File: src/rtl/qsg_pkg.sv
package qsg_pkg;
  typedef enum logic [1:0] {
    HS_IDLE    = 2'd0,
    HS_HOLD    = 2'd1,
    HS_RELEASE = 2'd2
  } hs_state_t;
endpackage

File: src/rtl/qsg_sync.sv
module qsg_sync #(
  parameter int STAGES = 2
) (
  input  logic clk,
  input  logic rst,
  input  logic d_i,
  output logic q_o
);
  logic [STAGES-1:0] chain_q;

  for (genvar i = 0; i < STAGES; i++) begin : g_stage
    if (i == 0) begin : g_first
      always_ff @(posedge clk) begin
        if (rst) chain_q[0] <= 1'b0;
        else     chain_q[0] <= d_i;
      end
    end else begin : g_next
      always_ff @(posedge clk) begin
        if (rst) chain_q[i] <= 1'b0;
        else     chain_q[i] <= chain_q[i-1];
      end
    end
  end

  assign q_o = chain_q[STAGES-1];
endmodule

File: src/rtl/qsg_squarer.sv
// Early-exit shift-and-add squarer: the result is x + x*x, with UNROLL multiplier bits per clock.
module qsg_squarer #(
  parameter int W      = 26,
  parameter int UNROLL = 2
) (
  input  logic         clk,
  input  logic         rst,
  input  logic         start_i,
  input  logic [W-1:0] x_i,
  output logic         busy_o,
  output logic [W-1:0] prod_o
);
  logic [W-1:0] a_q, b_q, c_q;
  logic         busy_q;

  // Unrolled halves: each tests one bit, adds, doubles and halves.
  logic [W-1:0] a_s [UNROLL+1];
  logic [W-1:0] b_s [UNROLL+1];
  logic [W-1:0] c_s [UNROLL+1];

  assign a_s[0] = a_q;
  assign b_s[0] = b_q;
  assign c_s[0] = c_q;

  for (genvar i = 0; i < UNROLL; i++) begin : g_half
    assign c_s[i+1] = c_s[i] + (b_s[i][0] ? a_s[i] : '0);
    assign a_s[i+1] = a_s[i] << 1;
    assign b_s[i+1] = b_s[i] >> 1;
  end

  // Named internal events for the checks.
  logic step_en;
  logic last_step;
  assign step_en   = busy_q && !start_i;
  assign last_step = step_en && (b_s[UNROLL] == '0);

  always_ff @(posedge clk) begin
    if (rst) begin
      a_q    <= '0;
      b_q    <= '0;
      c_q    <= '0;
      busy_q <= 1'b0;
    end else if (start_i) begin
      a_q    <= x_i;
      b_q    <= x_i;
      c_q    <= x_i;
      busy_q <= (x_i != '0);
    end else if (step_en) begin
      a_q    <= a_s[UNROLL];
      b_q    <= b_s[UNROLL];
      c_q    <= c_s[UNROLL];
      busy_q <= !last_step;
    end
  end

  assign busy_o = busy_q;
  assign prod_o = c_q;


  start_when_idle_chk: assert property (@(posedge clk) disable iff (rst)
    start_i |-> !busy_q);


  acc_hold_chk: assert property (@(posedge clk) disable iff (rst)
    (!busy_q && !start_i) |=> $stable(c_q));


  exit_on_zero_chk: assert property (@(posedge clk) disable iff (rst)
    (busy_q && !start_i && b_s[UNROLL] == '0) |=> !busy_q);
endmodule

File: src/rtl/qsg_hs.sv
module qsg_hs
  import qsg_pkg::*;
(
  input  logic clk,
  input  logic rst,
  input  logic ack_s_i,
  input  logic ready_i,
  output logic req_o,
  output logic load_o
);
  hs_state_t state_q, state_d;

  always_comb begin
    state_d = state_q;
    load_o  = 1'b0;
    case (state_q)
      HS_IDLE: begin
        if (ready_i && !ack_s_i) begin
          state_d = HS_HOLD;
          load_o  = 1'b1;
        end
      end
      HS_HOLD:    if (ack_s_i)  state_d = HS_RELEASE;
      HS_RELEASE: if (!ack_s_i) state_d = HS_IDLE;
      default:    state_d = HS_IDLE;
    endcase
  end

  always_ff @(posedge clk) begin
    if (rst) state_q <= HS_IDLE;
    else     state_q <= state_d;
  end

  assign req_o = (state_q == HS_HOLD);


  req_rise_gate_chk: assert property (@(posedge clk) disable iff (rst)
    $rose(req_o) |-> ($past(ready_i) && !$past(ack_s_i)));


  req_fall_gate_chk: assert property (@(posedge clk) disable iff (rst)
    $fell(req_o) |-> $past(ack_s_i));
endmodule

File: src/rtl/qsg_top.sv
module qsg_top #(
  parameter int VAL_W       = 26,
  parameter int OUT_W       = 15,
  parameter int UNROLL      = 2,
  parameter int SYNC_STAGES = 2
) (
  input  logic             clk,
  input  logic             rst,
  input  logic             ack_i,
  output logic             req_o,
  output logic [OUT_W-1:0] word_o
);
  localparam logic [VAL_W-1:0] ONE = VAL_W'(1);

  function automatic logic [OUT_W-1:0] fold_word(input logic [VAL_W-1:0] r);
    logic [VAL_W-1:0] t;
    t = r ^ (r >> OUT_W);
    return t[OUT_W-1:0];
  endfunction

  logic             ack_s;
  logic             sq_busy;
  logic [VAL_W-1:0] sq_prod;
  logic             load;
  logic [VAL_W-1:0] x_q;
  logic [VAL_W-1:0] x_next;
  logic [OUT_W-1:0] word_q;

  assign x_next = x_q + ONE;

  qsg_sync #(.STAGES(SYNC_STAGES)) u_sync (
    .clk (clk),
    .rst (rst),
    .d_i (ack_i),
    .q_o (ack_s)
  );

  qsg_squarer #(.W(VAL_W), .UNROLL(UNROLL)) u_sq (
    .clk     (clk),
    .rst     (rst),
    .start_i (load),
    .x_i     (x_next),
    .busy_o  (sq_busy),
    .prod_o  (sq_prod)
  );

  qsg_hs u_hs (
    .clk     (clk),
    .rst     (rst),
    .ack_s_i (ack_s),
    .ready_i (!sq_busy),
    .req_o   (req_o),
    .load_o  (load)
  );

  // The squarer's reset state (a = b = c = 0) is already the result for x = 0.
  always_ff @(posedge clk) begin
    if (rst) begin
      x_q    <= '0;
      word_q <= '0;
    end else if (load) begin
      x_q    <= x_next;
      word_q <= fold_word(sq_prod);
    end
  end

  assign word_o = word_q;


  word_stable_chk: assert property (@(posedge clk) disable iff (rst)
    (req_o && $past(req_o)) |-> $stable(word_o));


  count_step_chk: assert property (@(posedge clk) disable iff (rst)
    $rose(req_o) |-> (x_q == $past(x_q) + ONE));
endmodule

File: config.mk
export PLATFORM = sky130hd
export DESIGN_NAME = qsg_top
export DESIGN_NICKNAME = d
export VERILOG_FILES = /design/src/rtl/qsg_pkg.sv /design/src/rtl/qsg_sync.sv /design/src/rtl/qsg_squarer.sv /design/src/rtl/qsg_hs.sv /design/src/rtl/qsg_top.sv
export SDC_FILE = /design/constraint.sdc
export NUM_CORES = 1
export LEC_CHECK = 0
export ABC_AREA = 0
export ABC_CLOCK_PERIOD_IN_PS = 4900
export BUFFER_PORTS_ARGS = -buffer_cell sky130_fd_sc_hd__buf_2
export CAP_MARGIN = 5
export CORE_MARGIN = 2
export CORE_UTILIZATION = 64
export CTS_CLUSTER_SIZE = 14
export DETAILED_ROUTE_END_ITERATION = 10
export PLACE_DENSITY = 0.81
export SYNTH_ARGS = -nofsm -noshare
export SYNTH_HDL_FRONTEND = slang
export SYNTH_SLANG_ARGS = --single-unit
File: constraint.sdc
create_clock -name clk -period 4.9 [get_ports clk]
set_clock_uncertainty 0.1 [all_clocks]
set_input_delay 0.98 -clock clk [delete_from_list [all_inputs] [get_ports clk]]
set_output_delay 0.98 -clock clk [all_outputs]
set_load 0.05 [all_outputs]
# After elaboration in Yosys (flattened, before gate mapping)
# Index checks and enable logic that the tools add are counted.
# totals
output_inout_bits,16
mem_bits_rw,0
n_memories,0
romBits,0
wordCells,46
register_bits,124
input_bits,3
latch_bits,0
# op_classes
multipliers,0
shifts,0
eq_ne,5
mux,16
reduce_logical,12
n_lt_le_gt_ge,0
add_sub_neg,3
n_bitwise,1
n_div,0
# ops
operator,n
26-bit two-way mux,8
26-bit adder,2
26-bit by 1-bit adder with 26-bit output (second input constant),1
26-bit zero test,1
26-bit nonzero test,1
15-bit by 11-bit XOR with 15-bit output,1
2-bit two-way mux,3
2-bit case mux with 3 select lines,1
1-bit zero test,4
1-bit two-way mux,4
2-bit by 1-bit inequality test with 1-bit output (second input constant),2
1-bit logical AND,3
3-bit AND reduction,1
2-bit by 1-bit == test with 1-bit output (second input constant),1
2-bit == test (second input constant),1
2-bit zero test,1
2-bit inequality test (second input constant),1
2-bit nonzero test,1

# Logic depth before layout (Yosys ltp)
# Gate-level depths: netlist (run 1).
# depth
depth_word,10
depth_mapped,14
ltp_nobuf,12

# By module
# A second synthesis (run 1) with hierarchy kept.
# hier_totals
hier_cells,910
area_unflattened_um2,8000.2
# by_module_without_submodules
mod,seq_area_each_um2,instances,cells_per_inst,area_per_inst_um2
qsg_squarer,1581.5,1,615,5555.3
qsg_top,820.8,1,283,2303.5
qsg_hs,40.0,1,8,88.8
qsg_sync,40.0,1,4,52.6

# Worst setup path before layout (run 1)
# Ideal clock, no wire load.
# synth_path
path_kind,register -> register
start,register u_sq.b_q[1]
end,register u_sq.c_q[25] (netlist: u_sq.prod_o[25])
arrival_time_ns,3.278
path_stages_with_launch,14
period_less_slack_ns,3.494
path_buffers,1
slack_ns,1.406
setup_time_ns,0.116
path_cell_list,dfxtp_1 > clkbuf_1 > nand2_1 > fa_1 > inv_1 > ha_1 > fa_1 > a211oi_1 > o21bai_1 > o211ai_1 > a21boi_1 > o211a_1 > or3_1 > a31o_1
# synth_via
elab_chain_cells,4
# synth_lines
element,line_no,text
"start, declared",qsg_squarer.sv:13,"logic [W-1:0] a_q, b_q, c_q;"
"start signal, assigned",qsg_squarer.sv:45,b_q <= x_i;
"start signal, assigned",qsg_squarer.sv:50,b_q <= b_s[UNROLL];
26-bit two-way mux,qsg_squarer.sv:26,assign c_s[i+1] = c_s[i] + (b_s[i][0] ? a_s[i] : '0);
26-bit adder,qsg_squarer.sv:26,
26-bit two-way mux,qsg_squarer.sv:48,end else if (step_en) begin
26-bit two-way mux,qsg_squarer.sv:43,end else if (start_i) begin
"end signal, assigned",qsg_squarer.sv:46,c_q <= x_i;
"end signal, assigned",qsg_squarer.sv:51,c_q <= c_s[UNROLL];
"end, declared",qsg_squarer.sv:13,
# No other way between the ends. The select of a mux whose other input is x is not followed.
# A chain may end at the register's enable or synchronous reset.

# Final worst setup path (run 1)
# Same ends and word-level chain as after synthesis.

==> key figures, run 1 <==
GRT
  – Initial antenna violation count: 0
  – Global-route wire length before repair: 33300 um
  – All-Layer GR Usage: 31.7%
  – Vias in the first global route: 6758
  – Pin count of the biggest net entering global routing: 93
  – GRT Residual Overflow: 0

STA
  – Fmax achieved: 254 MHz
  – Final setup violation count: 0
  – Slew HR: 32.6%
  – Slew of the pin with the lowest slew margin: 1.01 ns
  – Final setup margin: 0.958 ns
  – Tmin final: a little under 4 ns
  – Endpoints failing hold: 0
  – Max Slew Vio Count: 0
  – Final TNS setup: 0 ns
  – Final critical-path share of the clock period: 80.5%
  – Unrepaired setup endpoints after global routing: no

Drt
  – Post-DRT Antenna Nets: 0
  – Detailed Routing Iterations Pass 1: 6
  – Routed via count: 7389
  – Initial DRC count: 792
  – Vias per cell: 6.08
  – DRC: 0
  – Drt total wl: between 20000 and 25000 um
  – Routed length per instance: 16.7 um

Final layout
  – Fin nets: 1091
  – Antenna diodes: 0
  – Layout cells sized above 1: 6.88%
  – Area growth, synth to finish: 8.28%
  – Post-Layout Cell Count: 1215
  – Final Util: 71.5%

Power and ir drop
  – Clk network pwr share: about two fifths
  – Sw Pwr: 1.03 mW
  – Register share of total power: between 30% and 40%
  – Sw Ratio: between 30% and 40%
  – Leak: 3.61 nW
  – Maximum vdd drop: 0.000306 V
  – P_int: about 2.1 mW
  – Power share of the combinational group: 20.9%
  – Pwr/cell area: 361 nW/um^2

Clock tree
  – Hold-fix buffers at CTS: 0
  – Post-CTS resize count: 0
  – Post-CTS setup buffer count: 0
  – Clk Tree Root Cell: clkbuf_16
  – Clock slew at reported path FFs: about 0.06 ns
  – CTS tree: done
  – H-tree depth: 4
  – Clock tree buffer depth: 2
  – Clk sinks: 124
  – Clk_lat worst skew: 0.43 ns
  – Num CTS Buffers: 17

Synth
  – Synth top area cells: dfxtp_1 (31%), a21oi_1 (7.4%), nand2_1 (7.1%)
  – Post-synth EDFFs: 0
  – Synthesized flop and latch total: 124
  – Yosys warning count: 0
  – Synth Area per Inst: 7.51 um^2
  – Sequential element share of the synthesized area: 31.0%
  – Mapped Cells: 1064
  – FFs w/ async S/R, synth: 0%
  – Mapped Area: 8000 um^2
  – Post-synth cell types: 67
  – Area share of the largest cell type after synthesis: between 30% and 40%
  – Net count after synthesis: 1119
  – Dominant cell type by area after synthesis: dfxtp_1
  – Main synth FF type: dfxtp_1

Setup path
  – Crit start category: flop
  – Worst-path maximum fanout: 9
  – Endpoint class of the critical path: flop
  – Setup Crit Path Kind: flop to flop
  – Critical Path RT: a little over 5 ns
  – CP arrival: 4.16 ns

Floorplanning
  – Die area: 13400 um^2
  – CORE AREA: 12100 um^2
  – Die Span Y: 116 um
  – Die X: 116 um
  – IO Count: 19
  – Row count: 40
  – Initial Util: 66.0%

Place
  – RePlAce Congestion: between 0.8 and 0.9
  – Dpl cells: 1185
  – Number of port buffers: 18
  – Pre-CTS WS: 1.11 ns
  – HPWL after detailed placement: 14200 um

Worst hold path
  – Hold WC Path Type: flop to flop

Job
  – Max cap viols: 0

Outcome
  – Outcome: complete, no violations
[per-stage QoR]
stage | hold WS [ns] | area [um^2] | total power [mW]
2_1_floorplan | 0.314 | 8000 | 1.71
3_3_place_gp | 0.319 | 8070 | 1.86
3_5_place_dp | 0.332 | 8070 | 1.88
4_1_cts | 0.352 | 8660 | 3.12
5_1_grt | 0.356 | 8660 | 3.27
6_report | 0.342 | 8660 | 3.13
[layout by cell type (no fill, tap or decap), drive strengths merged, types with 4 or more instances in the layout]
master	synthesis	final
nand2	152	152
nor2	134	134
dfxtp	124	124
a21oi	119	119
inv	79	80
xnor2	39	39
o21ai	36	36
or3	29	29
ha	27	27
fa	25	25
buf	21	25
xor2	23	23
nor3	23	23
a211oi	20	20
clkbuf	51	20
nand3	17	17
nand4	15	15
a21o	14	14
nor4	14	14
a31oi	9	9
a211o	8	8
o211ai	8	8
o21bai	7	7
a221oi	7	7
and2	5	5
nor2b	5	5
and3	5	5
and4	4	4
clkinv	0	4
[cell usage after synthesis, drive strengths merged (9+ instances only)]
master / number
o21ai: 36
nand4: 15
buf: 21
nor4: 14
clkbuf: 51
ha: 27
xor2: 23
a21o: 14
inv: 79
a21oi: 119
nor3: 23
a211oi: 20
a31oi: 9
fa: 25
nand2: 152
or3: 29
xnor2: 39
nor2: 134
dfxtp: 124
nand3: 17
[kinds of logic after synthesis]
| logic type | share of synthesized area [%] |
|---|---|
| muxes | 0.250 |
| AOI/OAI and AO/OA | 20.0 |
| DFF | 31.0 |
| and+or+nand+nor | 24.0 |
| xor gates and xnor gates | 6.79 |
| buffers and inverters | 7.40 |
| adders and majority gates | 10.5 |
[worst max-delay path, stage by stage (launching register included)]
cell and delay (ns):
dfxtp_1 0.49, nand2_1 0.12, fa_1 0.51, inv_1 0.04, ha_1 0.23, fa_1 0.44
a211oi_1 0.37, o21bai_1 0.21, o211ai_1 0.33, a21boi_1 0.16, o211a_1 0.25, or3_1 0.35
a31o_1 0.22
[power groups by stage]
stage / registers [mW] / clock network, mW / logic [mW]
global route: 1.23 / 1.32 / 0.719
finish: 1.22 / 1.25 / 0.655
global placement: 1.24 / 0 / 0.626
floorplan: 1.23 / 0 / 0.480
CTS: 1.22 / 1.26 / 0.647
detailed placement: 1.24 / 0 / 0.639
[metal layers]
metal  wire, um  vias to the layer above  global-route usage [%]  share of wire (%)
met5          0                        -                       0                  0
met1       8660                     3469                    42.2                 43
li1           -                     3571                       -                  -
met3       1780                       35                    7.53                8.8
met2       9360                      314                    51.1                 46
met4        456                        0                    10.2                2.3
[final timing paths]
kind | end | slack, ns | startpoint | cells after the start
min | u_sync.q_o$_SDFF_PP0_ | 0.34 | u_sync.chain_q[0]$_SDFF_PP0_ | 1
max reg2reg | u_sq.prod_o[25]$_SDFFE_PP0P_ | 0.96 | u_sq.b_q[1]$_SDFFE_PP0P_ | 12
max | u_sq.prod_o[25]$_SDFFE_PP0P_ | 0.96 | u_sq.b_q[1]$_SDFFE_PP0P_ | 12
min reg2reg | u_sync.q_o$_SDFF_PP0_ | 0.34 | u_sync.chain_q[0]$_SDFF_PP0_ | 1
[final cells by class]
class,count,area (um^2)
multi-input cells,789,4940
inverters,79,297
fillers,981,3450
flip-flops and latches,124,2490
clock inverters,10,115
repair buffers,25,145
clock buffers,20,468
well taps,168,210
[state kept, by name, summed over array words and instances, names as in the netlist]
| name | cells |
|---|---|
| u_hs.state_q | 2 |
| u_sq.a_q | 26 |
| u_sq.b_q | 26 |
| u_sq.busy_o | 1 |
| u_sq.prod_o | 26 |
| u_sync.chain_q | 1 |
| u_sync.q_o | 1 |
| word_o | 15 |
| x_q | 26 |
Note: power is estimated with default switching activity, not from simulation.
==> run 2, diff against run 1 <==
- ABC_CLOCK_PERIOD_IN_PS: 4900 -> 3600
- CORE_UTILIZATION: 64 -> 57
- PLACE_DENSITY: 0.81 -> 0.77
- clock period: 4.9 -> 3.6 ns (I/O delays scaled with it)
==> key figures, run 2 (synthesized netlist as in run 1, its figures left out) <==
Outcome
  – Outcome: complete, no violations

Floorplanning
  – Die area: 15000 um^2 (+12%)
  – Row count: 43 (+7.5%)
  – IO Count: 19 (unchanged)
  – Die Span Y: 122 um (+5.8%)
  – CORE AREA: 13800 um^2 (+14%)
  – Initial Util: 58.0% (-8.0 points)
  – Die X: 122 um (+5.8%)

Final layout
  – Fin nets: 1106 (+1.4%)
  – Final Util: 63.7% (-7.7 points)
  – Fill cell total of the finished layout: 1251 (+28%)
  – Area growth, synth to finish: 9.81%
  – Layout cells sized above 1: 8.74% (+1.9 points)
  – Most frequent cells in the layout: nand2_1 (151), nor2_1 (133), dfxtp_1 (123), a21oi_1 (119), inv_1 (79)
  – Antenna diodes: 0 (unchanged)
  – Cell area after layout: 8780 um^2 (+1.4%)
  – Most common cell after layout, fill and taps aside: nand2_1

Setup path
  – Crit start category: flop
  – Endpoint class of the critical path: flop
  – Setup Crit Path Kind: flop to flop
  – Critical Path RT: 3.83 ns (-1.29 ns)
  – CP arrival: 3.65 ns (-0.51 ns)
  – CP max-delay cell: fa_1
  – Worst-path maximum fanout: 8 (-1)
  – Crit path cell chain: buf_4 > nand2_1 > fa_1 > inv_1 > fa_2 > a211oi_2 > o21bai_2 > o211ai_1 > a21boi_1 > o211a_1 > or3_1 > a31o_1
  – CP max stage delay: 0.50 ns (about the same)

GRT
  – All-Layer GR Usage: 29.4% (-2.3 points)
  – Vias in the first global route: 6939 (+2.7%)
  – Initial antenna violation count: 0 (unchanged)
  – Pin count of the biggest net entering global routing: 73 (-22%)
  – GRT Residual Overflow: 0 (unchanged)
  – Global-route wire length before repair: 34300 um (+2.8%)

Clock tree
  – Clock tree buffer depth: 2 (unchanged)
  – Clk_lat worst skew: 0.43 ns (about the same)
  – Clock slew at reported path FFs: 0.06 ns (about the same)
  – CTS tree: done
  – Num CTS Buffers: 17 (unchanged)
  – Clk sinks: 124 (unchanged)
  – Clk Tree Root Cell: clkbuf_16
  – H-tree depth: 4 (unchanged)
  – Post-CTS setup buffer count: 0 (unchanged)

Power and ir drop
  – Leak: 3.68 nW (+2.0%)
  – Maximum vdd drop: 0.000379 V (+24%)
  – Pwr/cell area: 483 nW/um^2 (+34%)
  – Overall Power: 4.24 mW (+35%)

STA
  – Final setup violation count: 0 (unchanged)
  – Slew of the pin with the lowest slew margin: 0.682 ns (-0.327 ns)
  – Unrepaired setup endpoints after global routing: no
  – Slew HR: 54.5% (+22 points)
  – Final TNS setup: 0 ns (unchanged)
  – Max Slew Vio Count: 0 (unchanged)
  – Final critical-path share of the clock period: 95.0% (+15 points)
  – Endpoints failing hold: 0 (unchanged)
  – Fmax achieved: 292 MHz (+15%)
  – WHS: 0.339 ns (-0.00245 ns)
  – Tmin final: 3.42 ns (-0.521 ns)

Drt
  – Initial DRC count: 610 (-23%)
  – Post-DRT Antenna Nets: 0 (unchanged)
  – Detailed Routing Iterations Pass 1: 5 (-1)
  – Drt total wl: 20800 um (+2.7%)
  – Vias per cell: 5.96 (-1.9%)
  – DRC: 0 (unchanged)
  – Routed length per instance: 16.7 um (+0.31%)
  – Routed via count: 7420 (+0.42%)

Place
  – HPWL after detailed placement: 14600 um (+2.8%)
  – RePlAce Congestion: 0.942 (+5.5%)
  – Placed inst area: 8200 um^2 (+1.6%)
  – Number of port buffers: 18 (unchanged)

Worst hold path
  – Hold WC Path Type: flop to flop

Job
  – Max cap viols: 0 (unchanged)
run 2: changes by cell type in the layout (fill, tap and decap cells not counted), sizes merged:
cell    change
buf        +15
clkbuf      -1
inv         +2
bufinv      -1
clkinv      +2
run 2: what timing repair did:
item	CTS	global route
endpoints found under the setup margin	0	4
resized for setup	0	3
hold buffers	0	0
run 2: cell type report:
| cell class | instances | area, um^2 | area share, % |
|---|---|---|---|
| clock buffer | 19 | 453 | 5.16 |
| timing repair buffer | 40 | 258 | 2.94 |
| sequential | 124 | 2490 | 28.3 |
| tap | 180 | 225 | 2.57 |
| clock inverter | 13 | 114 | 1.30 |
| inverter | 79 | 297 | 3.38 |
| multi-input combinational | 789 | 4950 | 56.3 |
run 2: worst max-delay path, delay by kind of cell (launching register included):
kind / cells / cell delay (ns)
simple gates: 2 / 0.42
flops: 1 / 0.36
buf+inv: 2 / 0.25
compound gates: 6 / 1.26
fa+ha+maj: 2 / 0.92
run 2: where the power goes:
part           internal, mW  total, mW  switching, mW
Clock                 0.984       1.65          0.665
Combinational         0.319      0.951          0.631
Sequential             1.49       1.64          0.143
run 2: worst paths after layout:
kind	start	end	slack, ns	depth (start not counted)
setup / recovery	u_sq.b_q[1]$_SDFFE_PP0P_	u_sq.prod_o[25]$_SDFFE_PP0P_	0.18	12
hold / removal	u_sync.chain_q[0]$_SDFF_PP0_	u_sync.q_o$_SDFF_PP0_	0.34	1
setup reg to reg	u_sq.b_q[1]$_SDFFE_PP0P_	u_sq.prod_o[25]$_SDFFE_PP0P_	0.18	12
hold reg to reg	u_sync.chain_q[0]$_SDFF_PP0_	u_sync.q_o$_SDFF_PP0_	0.34	1
run 2: layer usage:
metal	vias up	track usage, %	part of all wire (%)
met5	-	0	0
met1	3520	38.0	44
met3	54	6.64	5.9
met2	228	48.1	47
met4	0	10.6	2.7
li1	3618	-	-
run 2: metrics by stage:
| step | setup slack [ns] | cells |
|---|---|---|
| 2_1_floorplan | 0.106 | 1064 |
| 3_3_place_gp | 0.0876 | 1212 |
| 3_5_place_dp | 0.0404 | 1212 |
| 4_1_cts | 0.0385 | 1244 |
| 5_1_grt | 0.0263 | 1244 |
| 6_report | 0.179 | 1244 |
